[src/rtl/precise_exc_pkg.sv]
package precise_exc_pkg;

   // Status code carried beside every instruction; bit 1 marks a true fault.
   typedef enum logic [1:0] {
      ST_AOK = 2'b00,
      ST_HLT = 2'b01,
      ST_ADR = 2'b10,
      ST_INS = 2'b11
   } stat_e;

   function automatic logic is_fault(stat_e s);
      return s[1];
   endfunction

   function automatic logic not_normal(stat_e s);
      return s != ST_AOK;
   endfunction

endpackage

[src/rtl/fetch_classify.sv]
module fetch_classify
   import precise_exc_pkg::*;
(
   input  logic  in_valid,
   input  logic  addr_bad,
   input  logic  illegal,
   input  logic  halt,
   output logic  out_valid,
   output stat_e out_status
);

   // Priority: an unreadable address makes the opcode meaningless,
   // and an illegal opcode cannot be a halt.
   always_comb begin
      out_valid  = in_valid;
      out_status = ST_AOK;
      if (in_valid) begin
         if (addr_bad)
            out_status = ST_ADR;
         else if (illegal)
            out_status = ST_INS;
         else if (halt)
            out_status = ST_HLT;
         else
            out_status = ST_AOK;
      end
   end

endmodule

[src/rtl/pipe_stage.sv]
module pipe_stage
   import precise_exc_pkg::*;
#(
   parameter int PC_W = 32
) (
   input  logic            clk,
   input  logic            rst_n,
   input  logic            kill,
   input  logic            i_valid,
   input  stat_e           i_st,
   input  logic [PC_W-1:0] i_pc,
   input  logic [PC_W-1:0] i_npc,
   output logic            o_valid,
   output stat_e           o_st,
   output logic [PC_W-1:0] o_pc,
   output logic [PC_W-1:0] o_npc
);

   always_ff @(posedge clk or negedge rst_n) begin
      if (!rst_n) begin
         o_valid <= 1'b0;
         o_st    <= ST_AOK;
         o_pc    <= '0;
         o_npc   <= '0;
      end else if (kill) begin
         // Bubble: a squashed fault is erased together with the instruction.
         o_valid <= 1'b0;
         o_st    <= ST_AOK;
         o_pc    <= '0;
         o_npc   <= '0;
      end else begin
         o_valid <= i_valid;
         o_st    <= i_valid ? i_st : ST_AOK;
         o_pc    <= i_pc;
         o_npc   <= i_npc;
      end
   end

   // an empty slot never carries a fault code
   a_r9_bubble_clean: assert property (@(posedge clk) disable iff (!rst_n)
      !o_valid |-> (o_st == ST_AOK));

endmodule

[src/rtl/exc_gate.sv]
module exc_gate
   import precise_exc_pkg::*;
#(
   parameter int              PC_W           = 32,
   parameter logic [PC_W-1:0] HANDLER_BASE   = '0,
   parameter logic [PC_W-1:0] HANDLER_STRIDE = 'h40,
   parameter int              RESUME_NEXT    = 0
) (
   input  logic            clk,
   input  logic            rst_n,
   input  logic            e_valid,
   input  stat_e           e_st,
   input  logic            m_valid,
   input  stat_e           m_st,
   input  logic            w_valid,
   input  stat_e           w_st,
   input  logic [PC_W-1:0] w_pc,
   input  logic [PC_W-1:0] w_npc,
   output logic            cc_ok,
   output logic            mem_wr_ok,
   output logic            exc_take,
   output logic [1:0]      exc_cause,
   output logic [PC_W-1:0] resume_pc,
   output logic [PC_W-1:0] redirect_pc,
   output logic            wb_stop,
   output logic            halted,
   output logic            retire_ok
);

   localparam int NCODE = 4;

   logic            m_bad, w_bad, halt_hit;
   logic [PC_W-1:0] hvec [NCODE];

   // One handler entry per status code, indexed by the code itself.
   for (genvar c = 0; c < NCODE; c++) begin : g_hvec
      assign hvec[c] = HANDLER_BASE + PC_W'(c) * HANDLER_STRIDE;
   end

   assign m_bad    = m_valid && not_normal(m_st);
   assign w_bad    = w_valid && not_normal(w_st);
   assign halt_hit = w_valid && (w_st == ST_HLT);

   always_ff @(posedge clk or negedge rst_n) begin
      if (!rst_n)
         halted <= 1'b0;
      else if (halt_hit)
         halted <= 1'b1;
   end

   always_comb begin
      cc_ok     = e_valid && !not_normal(e_st) && !m_bad && !w_bad && !halted;
      mem_wr_ok = m_valid && !not_normal(m_st) && !w_bad && !halted;
      exc_take  = w_valid && is_fault(w_st) && !halted;
      exc_cause = exc_take ? w_st : ST_AOK;
      wb_stop   = w_bad || halted;
      retire_ok = w_valid && !not_normal(w_st) && !halted;
   end

   assign resume_pc   = (RESUME_NEXT != 0) ? w_npc : w_pc;
   assign redirect_pc = hvec[w_st];

   // a halted machine stays halted until reset
   a_r10_halt_sticky: assert property (@(posedge clk) disable iff (!rst_n)
      halted |=> halted);

   // nothing completes and no side effect is allowed once halted
   a_r10_halted_quiet: assert property (@(posedge clk) disable iff (!rst_n)
      halted |-> (!retire_ok && !exc_take && !cc_ok && !mem_wr_ok));

   // a halt in write-back is not an exception
   a_r10_halt_no_exc: assert property (@(posedge clk) disable iff (!rst_n)
      halt_hit |-> !exc_take);

endmodule

[src/rtl/precise_exc_ctl.sv]
module precise_exc_ctl
   import precise_exc_pkg::*;
#(
   parameter int              PC_W           = 32,
   parameter logic [PC_W-1:0] HANDLER_BASE   = 'h0000_1000,
   parameter logic [PC_W-1:0] HANDLER_STRIDE = 'h40,
   parameter int              RESUME_NEXT    = 0,
   parameter int              MP_DEPTH       = 2
) (
   input  logic            clk,
   input  logic            rst_n,
   input  logic            f_valid,
   input  logic [PC_W-1:0] f_pc,
   input  logic [PC_W-1:0] f_next_pc,
   input  logic            f_addr_bad,
   input  logic            f_illegal,
   input  logic            f_halt,
   input  logic            mem_addr_bad,
   input  logic            mispredict,
   output logic            cc_update_ok,
   output logic            mem_write_ok,
   output logic            exc_take,
   output logic [1:0]      exc_cause,
   output logic [PC_W-1:0] exc_resume_pc,
   output logic [PC_W-1:0] fetch_redirect_pc,
   output logic            halted,
   output logic            retire_ok,
   output logic [PC_W-1:0] retire_pc
);

   // Slots: 0 fetch, 1 decode, 2 execute, 3 memory, 4 write-back.
   localparam int NSTG    = 4;
   localparam int S_EXE   = 2;
   localparam int S_MEM   = 3;
   localparam int S_WB    = NSTG;

   // Elaboration-time parameter checks.
   if (PC_W < 4) begin : g_chk_pcw
      $error("precise_exc_ctl: PC_W must be at least 4");
   end
   if (RESUME_NEXT != 0 && RESUME_NEXT != 1) begin : g_chk_res
      $error("precise_exc_ctl: RESUME_NEXT must be 0 or 1");
   end
   if (MP_DEPTH < 1 || MP_DEPTH > S_MEM) begin : g_chk_mp
      $error("precise_exc_ctl: MP_DEPTH must lie in 1..3");
   end
   if (HANDLER_STRIDE == '0) begin : g_chk_stride
      $error("precise_exc_ctl: HANDLER_STRIDE must be nonzero");
   end

   logic            s_v   [0:NSTG];
   stat_e           s_st  [0:NSTG];
   logic [PC_W-1:0] s_pc  [0:NSTG];
   logic [PC_W-1:0] s_npc [0:NSTG];

   logic            in_v   [1:NSTG];
   stat_e           in_st  [1:NSTG];
   logic [PC_W-1:0] in_pc  [1:NSTG];
   logic [PC_W-1:0] in_npc [1:NSTG];

   stat_e m_st_post;
   logic  wb_stop;

   fetch_classify u_fetch (
      .in_valid   (f_valid),
      .addr_bad   (f_addr_bad),
      .illegal    (f_illegal),
      .halt       (f_halt),
      .out_valid  (s_v[0]),
      .out_status (s_st[0])
   );
   assign s_pc[0]  = f_pc;
   assign s_npc[0] = f_next_pc;

   // Memory stage: mark a bad data address, keep any older cause.
   assign m_st_post = (s_v[S_MEM] && (s_st[S_MEM] == ST_AOK) && mem_addr_bad)
                      ? ST_ADR : s_st[S_MEM];

   for (genvar k = 1; k <= NSTG; k++) begin : g_stg
      logic kill_k;

      if (k == S_WB) begin : g_from_mem
         assign in_v[k]   = s_v[k-1];
         assign in_st[k]  = m_st_post;
         assign in_pc[k]  = s_pc[k-1];
         assign in_npc[k] = s_npc[k-1];
      end else begin : g_plain
         assign in_v[k]   = s_v[k-1];
         assign in_st[k]  = s_st[k-1];
         assign in_pc[k]  = s_pc[k-1];
         assign in_npc[k] = s_npc[k-1];
      end

      if (k <= MP_DEPTH) begin : g_mp_kill
         assign kill_k = wb_stop || mispredict;
      end else begin : g_wb_kill
         assign kill_k = wb_stop;
      end

      pipe_stage #(.PC_W(PC_W)) u_stg (
         .clk     (clk),
         .rst_n   (rst_n),
         .kill    (kill_k),
         .i_valid (in_v[k]),
         .i_st    (in_st[k]),
         .i_pc    (in_pc[k]),
         .i_npc   (in_npc[k]),
         .o_valid (s_v[k]),
         .o_st    (s_st[k]),
         .o_pc    (s_pc[k]),
         .o_npc   (s_npc[k])
      );
   end

   exc_gate #(
      .PC_W           (PC_W),
      .HANDLER_BASE   (HANDLER_BASE),
      .HANDLER_STRIDE (HANDLER_STRIDE),
      .RESUME_NEXT    (RESUME_NEXT)
   ) u_gate (
      .clk         (clk),
      .rst_n       (rst_n),
      .e_valid     (s_v[S_EXE]),
      .e_st        (s_st[S_EXE]),
      .m_valid     (s_v[S_MEM]),
      .m_st        (m_st_post),
      .w_valid     (s_v[S_WB]),
      .w_st        (s_st[S_WB]),
      .w_pc        (s_pc[S_WB]),
      .w_npc       (s_npc[S_WB]),
      .cc_ok       (cc_update_ok),
      .mem_wr_ok   (mem_write_ok),
      .exc_take    (exc_take),
      .exc_cause   (exc_cause),
      .resume_pc   (exc_resume_pc),
      .redirect_pc (fetch_redirect_pc),
      .wb_stop     (wb_stop),
      .halted      (halted),
      .retire_ok   (retire_ok)
   );

   assign retire_pc = s_pc[S_WB];

   // a bad data address on a normal instruction arrives in write-back as ADR
   a_r3_mem_marks_adr: assert property (@(posedge clk) disable iff (!rst_n)
      (s_v[S_MEM] && (s_st[S_MEM] == ST_AOK) && mem_addr_bad && !wb_stop)
      |=> (s_v[S_WB] && (s_st[S_WB] == ST_ADR)));

   // while an exception is taken no younger side effect is allowed
   a_r4_exc_blocks_effects: assert property (@(posedge clk) disable iff (!rst_n)
      exc_take |-> (!cc_update_ok && !mem_write_ok));

   // the cycle after an exception, write-back is empty
   a_r8_flush_after_exc: assert property (@(posedge clk) disable iff (!rst_n)
      exc_take |=> (!exc_take && !retire_ok));

   // a mispredict empties decode and the deepest squashed stage
   a_r9_squash: assert property (@(posedge clk) disable iff (!rst_n)
      mispredict |=> (!s_v[1] && !s_v[MP_DEPTH]));

endmodule

[config.mk]
export PLATFORM = sky130hd
export DESIGN_NAME = precise_exc_ctl
export DESIGN_NICKNAME = d
export VERILOG_FILES = /design/src/rtl/precise_exc_pkg.sv /design/src/rtl/fetch_classify.sv /design/src/rtl/pipe_stage.sv /design/src/rtl/exc_gate.sv /design/src/rtl/precise_exc_ctl.sv
export SDC_FILE = /design/constraint.sdc
export NUM_CORES = 1
export LEC_CHECK = 0
export BUFFER_PORTS_ARGS = -buffer_cell sky130_fd_sc_hd__buf_2
export CORE_MARGIN = 1.5
export CORE_UTILIZATION = 44
export DETAILED_ROUTE_END_ITERATION = 8
export PLACE_DENSITY_LB_ADDON = 0.3
export SLEW_MARGIN = 10
export SYNTH_ARGS = -nofsm -noshare
export SYNTH_HDL_FRONTEND = slang
export SYNTH_SLANG_ARGS = --single-unit
[constraint.sdc]
create_clock -name clk -period 1.4 [get_ports clk]
set_input_delay 0.07 -clock clk [delete_from_list [all_inputs] [get_ports clk]]
set_output_delay 0.07 -clock clk [all_outputs]
set_load 0.005 [all_outputs]
# Yosys cells after proc, flatten, opt, wreduce, memory -nomap -nowiden
# Index checks and enable logic that the tools add are counted.
dict set report classes {
  add_sub_neg 0
  n_mul 0
  n_div 0
  order_cmp 1
  eq_ne 1
  shift 0
  n_mux 24
  bitwise 1
  n_reduce_logical 28
}
# operator n
set ops {}
lappend ops {{$mux W32} 6}
lappend ops {{$bmux W32 S2} 1}
lappend ops {{$mux W2} 12}
lappend ops {{$logic_and A1 B1 Y1} 16}
lappend ops {{$logic_not A1 Y1} 6}
lappend ops {{$reduce_bool A2 Y1} 3}
lappend ops {{$mux W1} 5}
lappend ops {{$ge A3 B3 Y1 const B} 1}
lappend ops {{$not A2 Y3} 1}
lappend ops {{$eq A2 B1 Y1 const B} 1}
lappend ops {{$logic_not A2 Y1} 1}
lappend ops {{$logic_or A1 B1 Y1} 2}
dict set report word_totals {
  regBits 141
  latch_bits 0
  ram_bits 0
  rom_bits 0
  in_bits 72
  output_inout_bits 103
  wordCells 68
  memories 0
}

# Depth between registers and ports, before layout
dict set report logic_depth {
  depth_word 10
  depth_mapped 5
  ltp_nobuf 2
}

# Cells and area by module
# Synthesis repeated with hierarchy kept, for this count alone.
dict set report unflattened {
  cells_unflattened 652
  area_unflattened_um2 9293.9
}
# module n_inst cells_each area_per_inst_um2 seq_area_each_um2
set modules_own_cells {}
lappend modules_own_cells {pipe_stage 4 141 2157.1 1676.6}
lappend modules_own_cells {exc_gate 1 80 613.1 25.0}
lappend modules_own_cells {fetch_classify 1 4 31.3 0.0}
lappend modules_own_cells {precise_exc_ctl 1 4 21.3 0.0}

# Worst setup path before layout
# No wires, ideal clock.
dict set report synth_timing {
  path_type {reg-to-output}
  from {reg u_gate.halted}
  to {out cc_update_ok}
  arrival_ns 1.211
  required_ns 1.330
  path_slack_ns 0.119
  stages_incl_launch_ff 4
  n_path_buf 1
  cell_sequence {dfrtp_1 > buf_6 > or4b_1 > a211oi_2}
}
dict set report synth_via {
  elab_chain_len 2
}
# element line
set synth_lines {}
lappend synth_lines {{start, declared} exc_gate.sv:26} ;# output logic halted,
lappend synth_lines {{start signal, assigned} exc_gate.sv:46} ;# halted <= 1'b0;
lappend synth_lines {{start signal, assigned} exc_gate.sv:48} ;# halted <= 1'b1;
lappend synth_lines {{$logic_not A1 Y1} exc_gate.sv:52} ;# cc_ok = e_valid && !not_normal(e_st) && !m_bad && !w_bad && !halted;
lappend synth_lines {{$logic_and A1 B1 Y1} exc_gate.sv:52}
lappend synth_lines {{end, declared} precise_exc_ctl.sv:20} ;# output logic cc_update_ok,
# No other way between the ends.

# Worst setup path after layout
# Ends and elaborated chain as after synthesis.

==> flow_summary.json <==
{
  "grt_util_met3_pct": 4.07,
  "fin_skew_ns": 0.00849,
  "grt_first_pass_wirelength_mm": 17.0,
  "cpPeakStageDelay_ns": 0.49,
  "pwr-share-seq_pct": 44.2,
  "coreArea_um2": 12700,
  "syn_area_um2": 5770,
  "htree_levels": 4,
  "power.internal_mw": 7.76,
  "dp.cells": 633,
  "ir_worst_vdd_mv": 0.901,
  "post-route-period-util_pct": 127,
  "wl_per_cell_um": 15.9,
  "cts_tree": "yes",
  "cp.buffers_inverters": 1,
  "antennaDiodeCount": 0,
  "synth_edf_count": 0,
  "final_cells": 721,
  "met1_usage_pct": 19.4,
  "die_w_um": 118,
  "std_cell_rows": 41,
  "grt_pass1_vias": 3345,
  "setup_ws_ns": -0.375,
  "drt.antenna.violating_nets": 0,
  "dp_hpwl_mm": 5.87,
  "gp_congestion": 0.733,
  "overflow": 0,
  "routed_wl_mm": 11.5,
  "p_leak_nw": 4.06,
  "drt_pre_antenna_iters": 4,
  "worst_path_max_delay_cell": "or4b_4",
  "track_usage_pct": 15.7,
  "dieArea_um2": 13800,
  "clk_latency_ns": 0.41,
  "clk_pin_slew_worst_paths_ns": 0.05,
  "synth.area.top_cells": "dfrtp_1 61%, nor3b_2 16%, buf_4 8.1%",
  "synth_seq_area_share_pct": 61.1,
  "floorplan.initialDensity_pct": 45.4,
  "final_util_pct": 62.4,
  "switching_share_pct": 20.1,
  "max_cap_violations": 0,
  "grt-busiest-layer": "met2",
  "synth_ff_type": "dfrtp_1",
  "crit_required_ns": 1.33,
  "slew_viol_final": 0,
  "nets": 608,
  "rr_startpoint": "u_gate.halted",
  "ys_ff_latch": 141,
  "area_growth_pct": 37.6,
  "synthCells": 398,
  "yosys.cell_types.count": 26,
  "min_period_ns": 1.77,
  "reg2regPathDepth": 6,
  "post-synth-top-count-cell": "dfrtp_1",
  "cp-start-kind": "register",
  "reg2reg_to": "g_stg[2].u_stg.o_pc[5]",
  "drc": 0,
  "p_clk_share_pct": 48.4,
  "cp-end-kind": "output port",
  "violations": "negative setup slack",
  "grt_max_degree": 60,
  "hold_path_class": "in -> async",
  "p_per_area_nw_per_um2": 1220,
  "initialDrtViolationCount": 135,
  "met2_usage_pct": 26.3,
  "cp_top_family": "simple AND/OR/NAND/NOR gates",
  "worstSetupPathType": "reg -> out",
  "numCtsBuffers": 17,
  "outcome": "finished, violations left",
  "vias": 3316,
  "vias_per_cell": 4.60,
  "clk_path_buf_depth": 2,
  "cts.sinks": 141,
  "critical_path_depth": 3,
  "rrSetupSlack_ns": -0.27,
  "pwr-share-comb_pct": 7.4,
  "synthArstFlopShare_pct": 100,
  "hold_viol_final": 0,
  "antenna_found_initial": 0,
  "critPathMaxFanout": 3,
  "crit_chain": "or4b_4 -> a211oi_2 -> buf_2",
  "max_freq_mhz": 563,
  "io_pins": 175,
  "root_buffer": "clkbuf_16",
  "layout-drive-gt1-share_pct": 58.8,
  "io_buffer_count": 112,
  "yosysWarnings": 0,
  "rsz0062_at_grt": "yes",
  "setup_violations": 77,
  "ys_top_cells_by_count": "141 x dfrtp_1, 75 x nor3b_2, 62 x buf_4",
  "cp_data_arrival_time_ns": 1.70,
  "switchingPower_mw": 1.95,
  "die_h_um": 118,
  "syn_area_per_cell_um2": 14.5,
  "yosysTopAreaCell": "dfrtp_1",
  "synth_top_area_share_pct": 61.1
}
==> cell usage in the layout, fill, tap and decap left out <==
master | Yosys | routed
a211oi_2 | 2 | 2
a31o_2 | 1 | 1
and2_1 | 1 | 1
and3b_1 | 2 | 2
buf_12 | 0 | 9
buf_16 | 0 | 2
buf_2 | 6 | 111
buf_4 | 62 | 13
buf_6 | 10 | 3
bufbuf_16 | 0 | 1
bufinv_16 | 0 | 4
clkbuf_1 | 16 | 2
clkbuf_16 | 0 | 23
clkbuf_8 | 0 | 3
clkinv_2 | 0 | 2
clkinv_4 | 0 | 1
clkinvlp_4 | 0 | 3
conb_1 | 2 | 30
dfrtp_1 | 141 | 139
dfrtp_2 | 0 | 1
dfrtp_4 | 0 | 1
dlygate4sd3_1 | 0 | 38
inv_1 | 2 | 2
nand2_1 | 4 | 4
nand2b_1 | 2 | 1
nand2b_4 | 0 | 1
nor2_1 | 1 | 1
nor3_2 | 2 | 6
nor3b_1 | 57 | 3
nor3b_2 | 75 | 123
nor3b_4 | 0 | 6
nor4b_4 | 0 | 2
o21a_2 | 0 | 1
o21a_4 | 0 | 1
o21ai_0 | 1 | 1
o21bai_1 | 1 | 1
or2_4 | 0 | 2
or3_1 | 1 | 1
or4b_4 | 0 | 1
==> through the flow <==
stage                     power [mW]  area [µm²]  setup WS (ns)  hold WS, ns  setup TNS [ns]
after floorplan                 4.68        5880          0.119       -0.226               0
after global placement          4.84        6190         -0.165      -0.0736          -0.196
after detailed placement        4.86        6190         -0.193      -0.0694          -0.383
after CTS                       9.69        7480         -0.387       0.0678           -9.41
after global routing            10.1        7940         -0.414       0.0898          -15.77
final                           9.71        7940         -0.375       0.0737          -12.30
==> worst reg2reg max path: cells and delay by family (launching register included) <==
family	cells	cell delay, ns
flops	1	0.47
simple gates	2	0.48
buf+inv	4	0.64
==> registers in the layout, indices dropped and copies added, names as in the netlist <==
register,cells
g_stg.u_stg.o_pc,128
g_stg.u_stg.o_valid,4
u_gate.halted,1
g_stg.u_stg.o_st,8
==> area by class of cell <==
type / instances / area (µm²)
multi-input combinational: 191 / 2060
inverter: 2 / 7.51
tap: 172 / 215
clock inverter: 10 / 161
sequential: 141 / 3530
clock buffer: 22 / 474
fill: 961 / 4780
timing repair buffer: 183 / 1490
==> power by group through the flow <==
| stage | logic, mW | clock network [mW] | registers (mW) |
|---|---|---|---|
| floorplan | 0.333 | 0 | 4.35 |
| global placement | 0.488 | 0 | 4.35 |
| detailed placement | 0.498 | 0 | 4.36 |
| CTS | 0.607 | 4.79 | 4.29 |
| global route | 0.783 | 4.97 | 4.31 |
| finish | 0.715 | 4.70 | 4.29 |
==> kinds of logic (layout without fill, tap and decap cells) <==
group | Yosys count | in the layout | share of synthesized area, %
AOI/OAI and AO/OA | 6 | 7 | 0.932
buffers and inverters | 96 | 217 | 11.7
DFF | 141 | 141 | 61.1
other | 2 | 30 | 0.130
and+or+nand+nor | 153 | 154 | 26.1
==> worst max path at each step <==
stage	slack [ns]	from	endpoint
floorplan	0.12	u_gate.halted	cc_update_ok
global placement	-0.17	u_gate.halted	exc_cause[0]
global route	-0.41	u_gate.halted	cc_update_ok
finish	-0.37	u_gate.halted	cc_update_ok
CTS	-0.39	u_gate.halted	cc_update_ok
detailed placement	-0.19	u_gate.halted	exc_cause[0]
==> what timing repair did <==
action	in CTS	in global routing
hold buffers	38	0
resized for setup	38	50
endpoints found under the hold margin	177	0
cloned	2	11
setup endpoints to repair	7	94
setup buffers	2	3
pin swaps	1	1
==> layer usage <==
layer,up-vias,wire [µm]
li1,1520,-
met4,0,191
met2,89,6120
met3,16,394
met1,1691,4760
met5,-,0
(Power assumes the default switching activity.)
